$ cat config.mk
export PLATFORM = sky130hd
export DESIGN_NAME = gpio_ram_bus
export DESIGN_NICKNAME = d
export VERILOG_FILES = /design/src/rtl/gpr_pkg.sv /design/src/rtl/gpr_decode.sv /design/src/rtl/gpr_ram.sv /design/src/rtl/gpr_port.sv /design/src/rtl/gpio_ram_bus.sv
export SDC_FILE = /design/constraint.sdc
export NUM_CORES = 1
export LEC_CHECK = 0
export BUFFER_PORTS_ARGS = -buffer_cell sky130_fd_sc_hd__clkbuf_2
export CORE_ASPECT_RATIO = 0.6
export CORE_MARGIN = 4
export CORE_UTILIZATION = 45
export DETAILED_ROUTE_END_ITERATION = 8
export PLACE_DENSITY = 0.71
export SYNTH_ARGS = -nofsm -noshare
export SYNTH_HDL_FRONTEND = slang
export SYNTH_SLANG_ARGS = --single-unit
$ cat constraint.sdc
create_clock -name clk -period 4.2 [get_ports clk]
set_clock_uncertainty 0.05 [all_clocks]
set_input_delay 1.05 -clock clk [delete_from_list [all_inputs] [get_ports clk]]
set_output_delay 1.05 -clock clk [all_outputs]
set_load 0.02 [all_outputs]
$ cat src/rtl/gpr_pkg.sv
package gpr_pkg;
    localparam int ADDR_W    = 7;
    localparam int DATA_W    = 8;
    localparam int RAM_DEPTH = 1 << ADDR_W;
    localparam int NUM_PORTS = 2;
    localparam int PORT_IDX_W = $clog2(NUM_PORTS);

    typedef enum logic [1:0] {
        REGION_NONE = 2'd0,
        REGION_RAM  = 2'd1,
        REGION_IO   = 2'd2,
        REGION_AUX  = 2'd3
    } region_e;

    typedef struct packed {
        region_e               region;
        logic                  wr;
        logic                  rd;
        logic [PORT_IDX_W-1:0] port_idx;
        logic                  is_dir;
    } decode_t;

    typedef struct packed {
        logic [DATA_W-1:0] out_val;
        logic [DATA_W-1:0] dir;
        logic [DATA_W-1:0] sync1;
        logic [DATA_W-1:0] sync2;
    } port_state_t;
endpackage

$ cat src/rtl/gpr_decode.sv
module gpr_decode
    import gpr_pkg::*;
(
    input  logic              sel_act_hi,
    input  logic              sel_act_lo_n,
    input  logic              mem_sel_n,
    input  logic              rnw,
    input  logic [ADDR_W-1:0] addr,
    output decode_t           dec
);
    logic selected;

    always_comb begin
        selected     = sel_act_hi & ~sel_act_lo_n;
        dec          = '0;
        dec.region   = REGION_NONE;
        dec.port_idx = addr[1 +: PORT_IDX_W];
        dec.is_dir   = addr[0];
        if (selected) begin
            dec.wr = ~rnw;
            dec.rd = rnw;
            if (!mem_sel_n) begin
                dec.region = REGION_RAM;
            end else if (!addr[2]) begin
                dec.region = REGION_IO;
            end else begin
                dec.region = REGION_AUX;
            end
        end
    end
endmodule

$ cat src/rtl/gpr_ram.sv
module gpr_ram
    import gpr_pkg::*;
(
    input  logic              clk,
    input  logic              we,
    input  logic [ADDR_W-1:0] addr,
    input  logic [DATA_W-1:0] wdata,
    output logic [DATA_W-1:0] rdata
);
    // Storage carries no reset so its contents survive a reset.
    logic [DATA_W-1:0] mem_q [RAM_DEPTH];

    always_ff @(posedge clk) begin
        if (we) begin
            mem_q[addr] <= wdata;
        end
    end

    assign rdata = mem_q[addr];
endmodule

$ cat src/rtl/gpr_port.sv
module gpr_port
    import gpr_pkg::*;
(
    input  logic              clk,
    input  logic              rst_n,
    input  logic              wr_out,
    input  logic              wr_dir,
    input  logic [DATA_W-1:0] wdata,
    input  logic [DATA_W-1:0] pin_in,
    output logic [DATA_W-1:0] pin_out,
    output logic [DATA_W-1:0] pin_oe,
    output logic [DATA_W-1:0] dir_val,
    output logic [DATA_W-1:0] pin_level
);
    port_state_t st_d, st_q;

    always_comb begin
        st_d       = st_q;
        st_d.sync1 = pin_in;
        st_d.sync2 = st_q.sync1;
        if (wr_out) begin
            st_d.out_val = wdata;
        end
        if (wr_dir) begin
            st_d.dir = wdata;
        end
    end

    always_ff @(posedge clk or negedge rst_n) begin
        if (!rst_n) begin
            st_q <= '0;
        end else begin
            st_q <= st_d;
        end
    end

    assign pin_out   = st_q.out_val;
    assign pin_oe    = st_q.dir;
    assign dir_val   = st_q.dir;
    assign pin_level = st_q.sync2;
endmodule

$ cat src/rtl/gpio_ram_bus.sv
module gpio_ram_bus
    import gpr_pkg::*;
(
    input  logic              clk,
    input  logic              rst_n,
    input  logic              sel_act_hi,
    input  logic              sel_act_lo_n,
    input  logic              mem_sel_n,
    input  logic              rnw,
    input  logic [ADDR_W-1:0] addr,
    input  logic [DATA_W-1:0] wdata,
    output logic [DATA_W-1:0] rdata,
    output logic              rdata_oe,
    output logic              aux_sel,
    input  logic [DATA_W-1:0] aux_rdata,
    input  logic [DATA_W-1:0] port0_pin_in,
    output logic [DATA_W-1:0] port0_pin_out,
    output logic [DATA_W-1:0] port0_pin_oe,
    input  logic [DATA_W-1:0] port1_pin_in,
    output logic [DATA_W-1:0] port1_pin_out,
    output logic [DATA_W-1:0] port1_pin_oe
);
    decode_t           dec;
    logic [DATA_W-1:0] ram_rdata;
    logic [DATA_W-1:0] pin_in_a   [NUM_PORTS];
    logic [DATA_W-1:0] pin_out_a  [NUM_PORTS];
    logic [DATA_W-1:0] pin_oe_a   [NUM_PORTS];
    logic [DATA_W-1:0] dir_a      [NUM_PORTS];
    logic [DATA_W-1:0] level_a    [NUM_PORTS];

    gpr_decode u_decode (
        .sel_act_hi   (sel_act_hi),
        .sel_act_lo_n (sel_act_lo_n),
        .mem_sel_n    (mem_sel_n),
        .rnw          (rnw),
        .addr         (addr),
        .dec          (dec)
    );

    gpr_ram u_ram (
        .clk   (clk),
        .we    (dec.wr && dec.region == REGION_RAM),
        .addr  (addr),
        .wdata (wdata),
        .rdata (ram_rdata)
    );

    assign pin_in_a[0]   = port0_pin_in;
    assign pin_in_a[1]   = port1_pin_in;
    assign port0_pin_out = pin_out_a[0];
    assign port0_pin_oe  = pin_oe_a[0];
    assign port1_pin_out = pin_out_a[1];
    assign port1_pin_oe  = pin_oe_a[1];

    for (genvar p = 0; p < NUM_PORTS; p++) begin : g_port
        logic hit;
        assign hit = dec.wr && dec.region == REGION_IO
                     && dec.port_idx == PORT_IDX_W'(p);
        gpr_port u_port (
            .clk       (clk),
            .rst_n     (rst_n),
            .wr_out    (hit && !dec.is_dir),
            .wr_dir    (hit && dec.is_dir),
            .wdata     (wdata),
            .pin_in    (pin_in_a[p]),
            .pin_out   (pin_out_a[p]),
            .pin_oe    (pin_oe_a[p]),
            .dir_val   (dir_a[p]),
            .pin_level (level_a[p])
        );
    end

    always_comb begin
        rdata_oe = dec.rd && rst_n;
        aux_sel  = dec.region == REGION_AUX;
        rdata    = '0;
        if (rdata_oe) begin
            unique case (dec.region)
                REGION_RAM: rdata = ram_rdata;
                REGION_IO:  rdata = dec.is_dir ? dir_a[dec.port_idx]
                                               : level_a[dec.port_idx];
                REGION_AUX: rdata = aux_rdata;
                default:    rdata = '0;
            endcase
        end
    end
endmodule

After elaboration in Yosys (flattened, before gate mapping)
Memories as Yosys holds them, arrays and structs flattened.
Cells that the tools add are included.

storage, ports and cells
  register bits after elaboration = 64
  memory bits (writable) = 1,024
  input bits = 45
  output and inout bits = 42
  memories = 1

operators by class
  order comparisons = 1
  equality and inequality tests = 3
  muxes and demuxes = 14
  bitwise gates (word level) = 5
  reduce and logical (&&, ||, !) cells = 10

memories
  name         depth  width  rd ports  clocked after memory_dff  write ports  RTL line       text
  u_ram.mem_q  128    8      1         0                         1            gpr_ram.sv:11  logic [DATA_W-1:0] mem_q [RAM_DEPTH];

operators with widths
  cell                                                                   count
  8-bit two-way mux                                                      8
  8-bit case mux with 3 select lines                                     1
  1-bit logical AND                                                      9
  2-bit equality test, second input constant                             2
  4-bit two-way mux                                                      1
  1-bit two-way mux                                                      3
  1-bit inverter                                                         3
  2-bit by 1-bit equality test with 1-bit output, second input constant  1
  2-bit >= comparator, second input constant                             1
  2-bit two-way mux                                                      1
  1-bit inverter with 2-bit output                                       1
  1-bit AND                                                              1
  1-bit logical NOT                                                      1

Longest topological paths before layout
  depth in word-level cells = 7
  depth in mapped cells = 10

Cells and area by module
Synthesis repeated with hierarchy kept, for this count alone.

unflattened totals
  cell total of the unflattened synthesis = 2,633
  area total of the unflattened synthesis = 43,012.5 µm²

modules (own cells, without submodules)
  module        times used  cells each  area an instance (µm²)
  gpr_ram       1           2,467       40,273.6
  gpr_port      2           58          1,123.6
  gpio_ram_bus  1           40          431.7
  gpr_decode    1           10          60.1

Least setup slack after synthesis
No wires, ideal clock.

  path kind = input port to output port
  from = in addr[2]
  to = out rdata[6]
  data arrival time = 2.768 ns
  data required time = 3.100 ns
  slack = 0.332 ns
  stages = 8
  buffers on the path = 4
  path through = clkbuf_1 > buf_4 > buf_2 > and3_1 > clkbuf_1 > a22o_1 > o21ai_0 > a21oi_1

between the ends
  cells in the longest elaborated chain, start to end = 6

ends and longest elaborated chain
  element                             RTL line            text
  start, declared                     gpio_ram_bus.sv:10  input logic [ADDR_W-1:0] addr,
  1-bit two-way mux                   gpr_decode.sv:24    end else if (!addr[2]) begin
  2-bit two-way mux                   gpr_decode.sv:22    if (!mem_sel_n) begin
  4-bit two-way mux                   gpr_decode.sv:19    if (selected) begin
  2-bit equality test                 --
  net aux_sel                         gpio_ram_bus.sv:14  output logic aux_sel,
  8-bit case mux with 3 select lines  gpio_ram_bus.sv:78  unique case (dec.region)
  8-bit two-way mux                   gpio_ram_bus.sv:77  if (rdata_oe) begin
  end, declared                       gpio_ram_bus.sv:12  output logic [DATA_W-1:0] rdata,

The timed path passes the listed nets, and every way through them passes these cells.

Worst setup path after layout
  from = in addr[2]
  to = out rdata[5]

between the ends
  cells in the longest elaborated chain, start to end = 6

ends and longest elaborated chain
  element                                                                     RTL line
  parallel branches: the longest is 4 deep, another holds memory 128 x 8 bit  --
  8-bit case mux with 3 select lines *                                        gpio_ram_bus.sv:78
  8-bit two-way mux *                                                         gpio_ram_bus.sv:77

Every way passes the cells marked *.

==> metrics.md <==
| Metric | Value |
|---|---|
| Family with the most delay on the worst path | `buffers and inverters` |
| Synthesis-to-layout area growth | `22.8%` |
| Worst path bufs/invs | `9` |
| Via-per-instance ratio | `6.00` |
| Fin worst setup slack | `-0.468 ns` |
| Number of global-route vias before repair | `24300` |
| Worst IR Drop VDD | `0.458 mV` |
| Final hold slack | `0.292 ns` |
| GR Layer Usage met1 | `0.345` |
| Post-detail-place hpwl | `73900 um` |
| Slew @ Worst Pin | `1.02 ns` |
| Max Freq | `214 MHz` |
| Top post-synthesis cells by count | `edfxtp_1, mux2i_1, o22ai_1` |
| Tcrit/Tclk final | `1.11` |
| Critical path type | `in -> out` |
| Worst rel slew slack | `0.317` |
| Violated checks | `setup timing` |
| Largest net degree at the start of global routing | `89` |
| H-tree depth | `3` |
| Initial antenna violation count | `3` |
| Most frequent CP cell | `buf_4` |
| Multi-input gate area | `0.0101 mm^2` |
| Post-Syn Area per Cell | `17.8 um^2` |
| Core area | `0.0923 mm^2` |
| Number of fill cells | `6844` |
| Fin crit period | `4.67 ns` |
| Storage cell area | `0.0324 mm^2` |
| Initial core utilization | `0.456` |
| Worst endpoint required time | `3.10 ns` |
| Final #Nets | `2897` |
| CP peak stage delay | `0.39 ns` |
| Antenna Violating Nets Remaining | `0` |
| DRC viols | `0` |
| Leakage | `0.0186 uW` |
| WL/cell | `27.8 um` |
| Endpoints failing setup | `8` |
| Global-route wire length before repair | `166000 um` |
| Io pins | `87` |
| CTS Sinks | `1088` |
| Cts bufs inserted | `89` |
| CTS tree | `built` |
| Critical Path AT | `3.57 ns` |
| Async set or reset register ratio after synthesis | `0.0588` |
| Final Hold Viols | `0` |
| Non-filler instance count after layout | `4159` |
| Status | `finished, violations left` |
| Crit path capture type | `output port` |
| Clock Latency Late Sink | `0.68 ns` |
| Post-synthesis sequential area ratio | `0.768` |
| Cts hold-fix bufs | `0` |
| 1st-pass router iterations | `5` |
| Critical path cell sequence | `buf_16 > buf_4 > buf_4 > buf_16 > buf_4 > buf_4 > mux2i_1 > o22ai_2 > nor4_4 > buf_4 > nand2_2 > a22oi_2 > buf_6 > o211ai_1 > buf_4` |
| Layout cells sized above 1 | `0.284` |
| Largest area contributor in the netlist | `edfxtp_1` |
| Main flop type after synthesis | `edfxtp_1` |
| Grt met3 use | `0.0558` |
| Crit-path slowest cell | `nor4_4` |
| DIE AREA | `0.0987 mm^2` |
| Power per cell area | `420 mW/mm^2` |
| # placed instances | `3919` |
| Vias | `24900` |
| Post-synth EDFFs | `1024` |
| Final Max Tran Viols | `0` |
| Num rows | `86` |
| Grt total ovfl | `0` |
| # port buffers | `86` |
| Die Wd | `403 um` |
| Number of synthesis warnings | `0` |
| Net Count, Synth | `2416` |
| Worst min-delay path class | `reg -> reg` |
| Clock transition at path regs | `0.07 ns` |
| Height of the die | `245 um` |
| CP max FO | `6` |
| Starting DRT DRC Count | `3484` |
| Grt peak-use layer | `met1` |
| RSZ-0062 raised after global routing | `yes` |
| Post-Route WL | `116000 um` |
| Gpl congestion | `0.901` |
| Synth unique cells | `38` |
| Yosys reg bits | `1088` |
| Maximum clock insertion buffer count | `3` |
| Netlist Area Pre-Place | `0.0421 mm^2` |
| Setup TNS | `-2.89 ns` |
| Gr usage total | `0.230` |
| Synth top area cells | `edfxtp_1, mux2i_1, dfrtp_1, o22ai_1, nor2_1` |
| M2 GR Usage | `0.333` |
| Max Cap Viol | `0` |
| Top-area cell type share of the netlist area | `0.730` |
| Startpoint Class | `input port` |
| Post-synthesis instance total | `2371` |
| Clk root buf | `clkbuf_16` |
| Count leader, synth | `edfxtp_1` |
==> power breakdown <==
group / internal [uW] / switching, uW / total (uW)
Clock: 4470 / 3840 / 8310
Sequential: 11900 / 38.6 / 11900
Combinational: 598 / 858 / 1460
Total: 17000 / 4740 / 21700
==> cell families (layout without fill, tap and decap cells) <==
kind of cell           Yosys count  in the layout  synth area share
AO/OA/AOI/OAI                  287            287            0.0434
buffers and inverters          141            695            0.0176
flip-flops                    1088           1088             0.768
other                            0              2                 0
AND/OR/NAND/NOR                304            304            0.0358
multiplexers                   551            551             0.135
==> per-layer routing <==
| metal | wire length (um) | part of all wire |
|---|---|---|
| met2 | 49500 | 0.43 |
| met5 | 27 | 0.00023 |
| met3 | 13800 | 0.12 |
| met4 | 3450 | 0.030 |
| met1 | 48900 | 0.42 |
==> per-stage QoR <==
step / worst slack [ns] / area [um^2] / utilization / power [uW]
after global routing: -0.489 / 51700 / 0.560 / 22300
after CTS: -0.291 / 51200 / 0.554 / 21700
after global placement: -1.09 / 46700 / 0.506 / 13400
after floorplan: 0.332 / 42100 / - / 12700
after detailed placement: -1.15 / 46700 / 0.506 / 13400
final: -0.468 / 51700 / 0.560 / 21700
==> final cells by class <==
cell class | count | share of cell area
flip-flops and latches | 1088 | 0.626
inverters | 1 | 0.0000726
diodes | 2 | 0.0000968
well taps | 1232 | 0.0298
repair buffers | 530 | 0.0945
multi-input cells | 1142 | 0.195
clock inverters | 54 | 0.00944
clock buffers | 110 | 0.0458
==> sequential cells by signal, indices dropped and copies added, names as in the netlist <==
| name | flops |
|---|---|
| u_ram.mem_q | 1024 |
| g_port.u_port.dir_val | 16 |
| g_port.u_port.pin_level | 16 |
| g_port.u_port.pin_out | 16 |
| g_port.u_port.st_d | 16 |
==> path summary, 6_finish.rpt <==
kind | cells after the start | from | endpoint | slack [ns]
max | 15 | addr[2] | rdata[5] | -0.47
min | 0 | g_port[1].u_port.st_d[2] | g_port[1].u_port.pin_level[2] | 0.29
max reg2reg | 1 | g_port[1].u_port.dir_val[4] | g_port[1].u_port.dir_val[4] | 3.34
min reg2reg | 0 | g_port[1].u_port.st_d[2] | g_port[1].u_port.pin_level[2] | 0.29
max in group asynchronous | 2 | rst_n | g_port[0].u_port.pin_out[0] | 3.07
min in group asynchronous | 2 | rst_n | g_port[1].u_port.pin_out[2] | 0.55
==> repair_timing <==
item                       CTS  global route
resized for setup          195            56
setup buffers               43            24
setup endpoints to repair    8             8
gates cloned                 8             2
pin swaps                   32            25
==> placed cells by master (no fill, tap or decap), types with 34 or more instances in the layout <==
master and n:
dfrtp_1 64, o22ai_2 34, nor2_1 140, nand2_1 43
clkbuf_16 93, clkbuf_2 65, buf_4 363, buf_12 46
mux2i_1 479, edfxtp_1 1024, o22ai_1 210
Note: power is estimated with default switching activity, not from simulation.
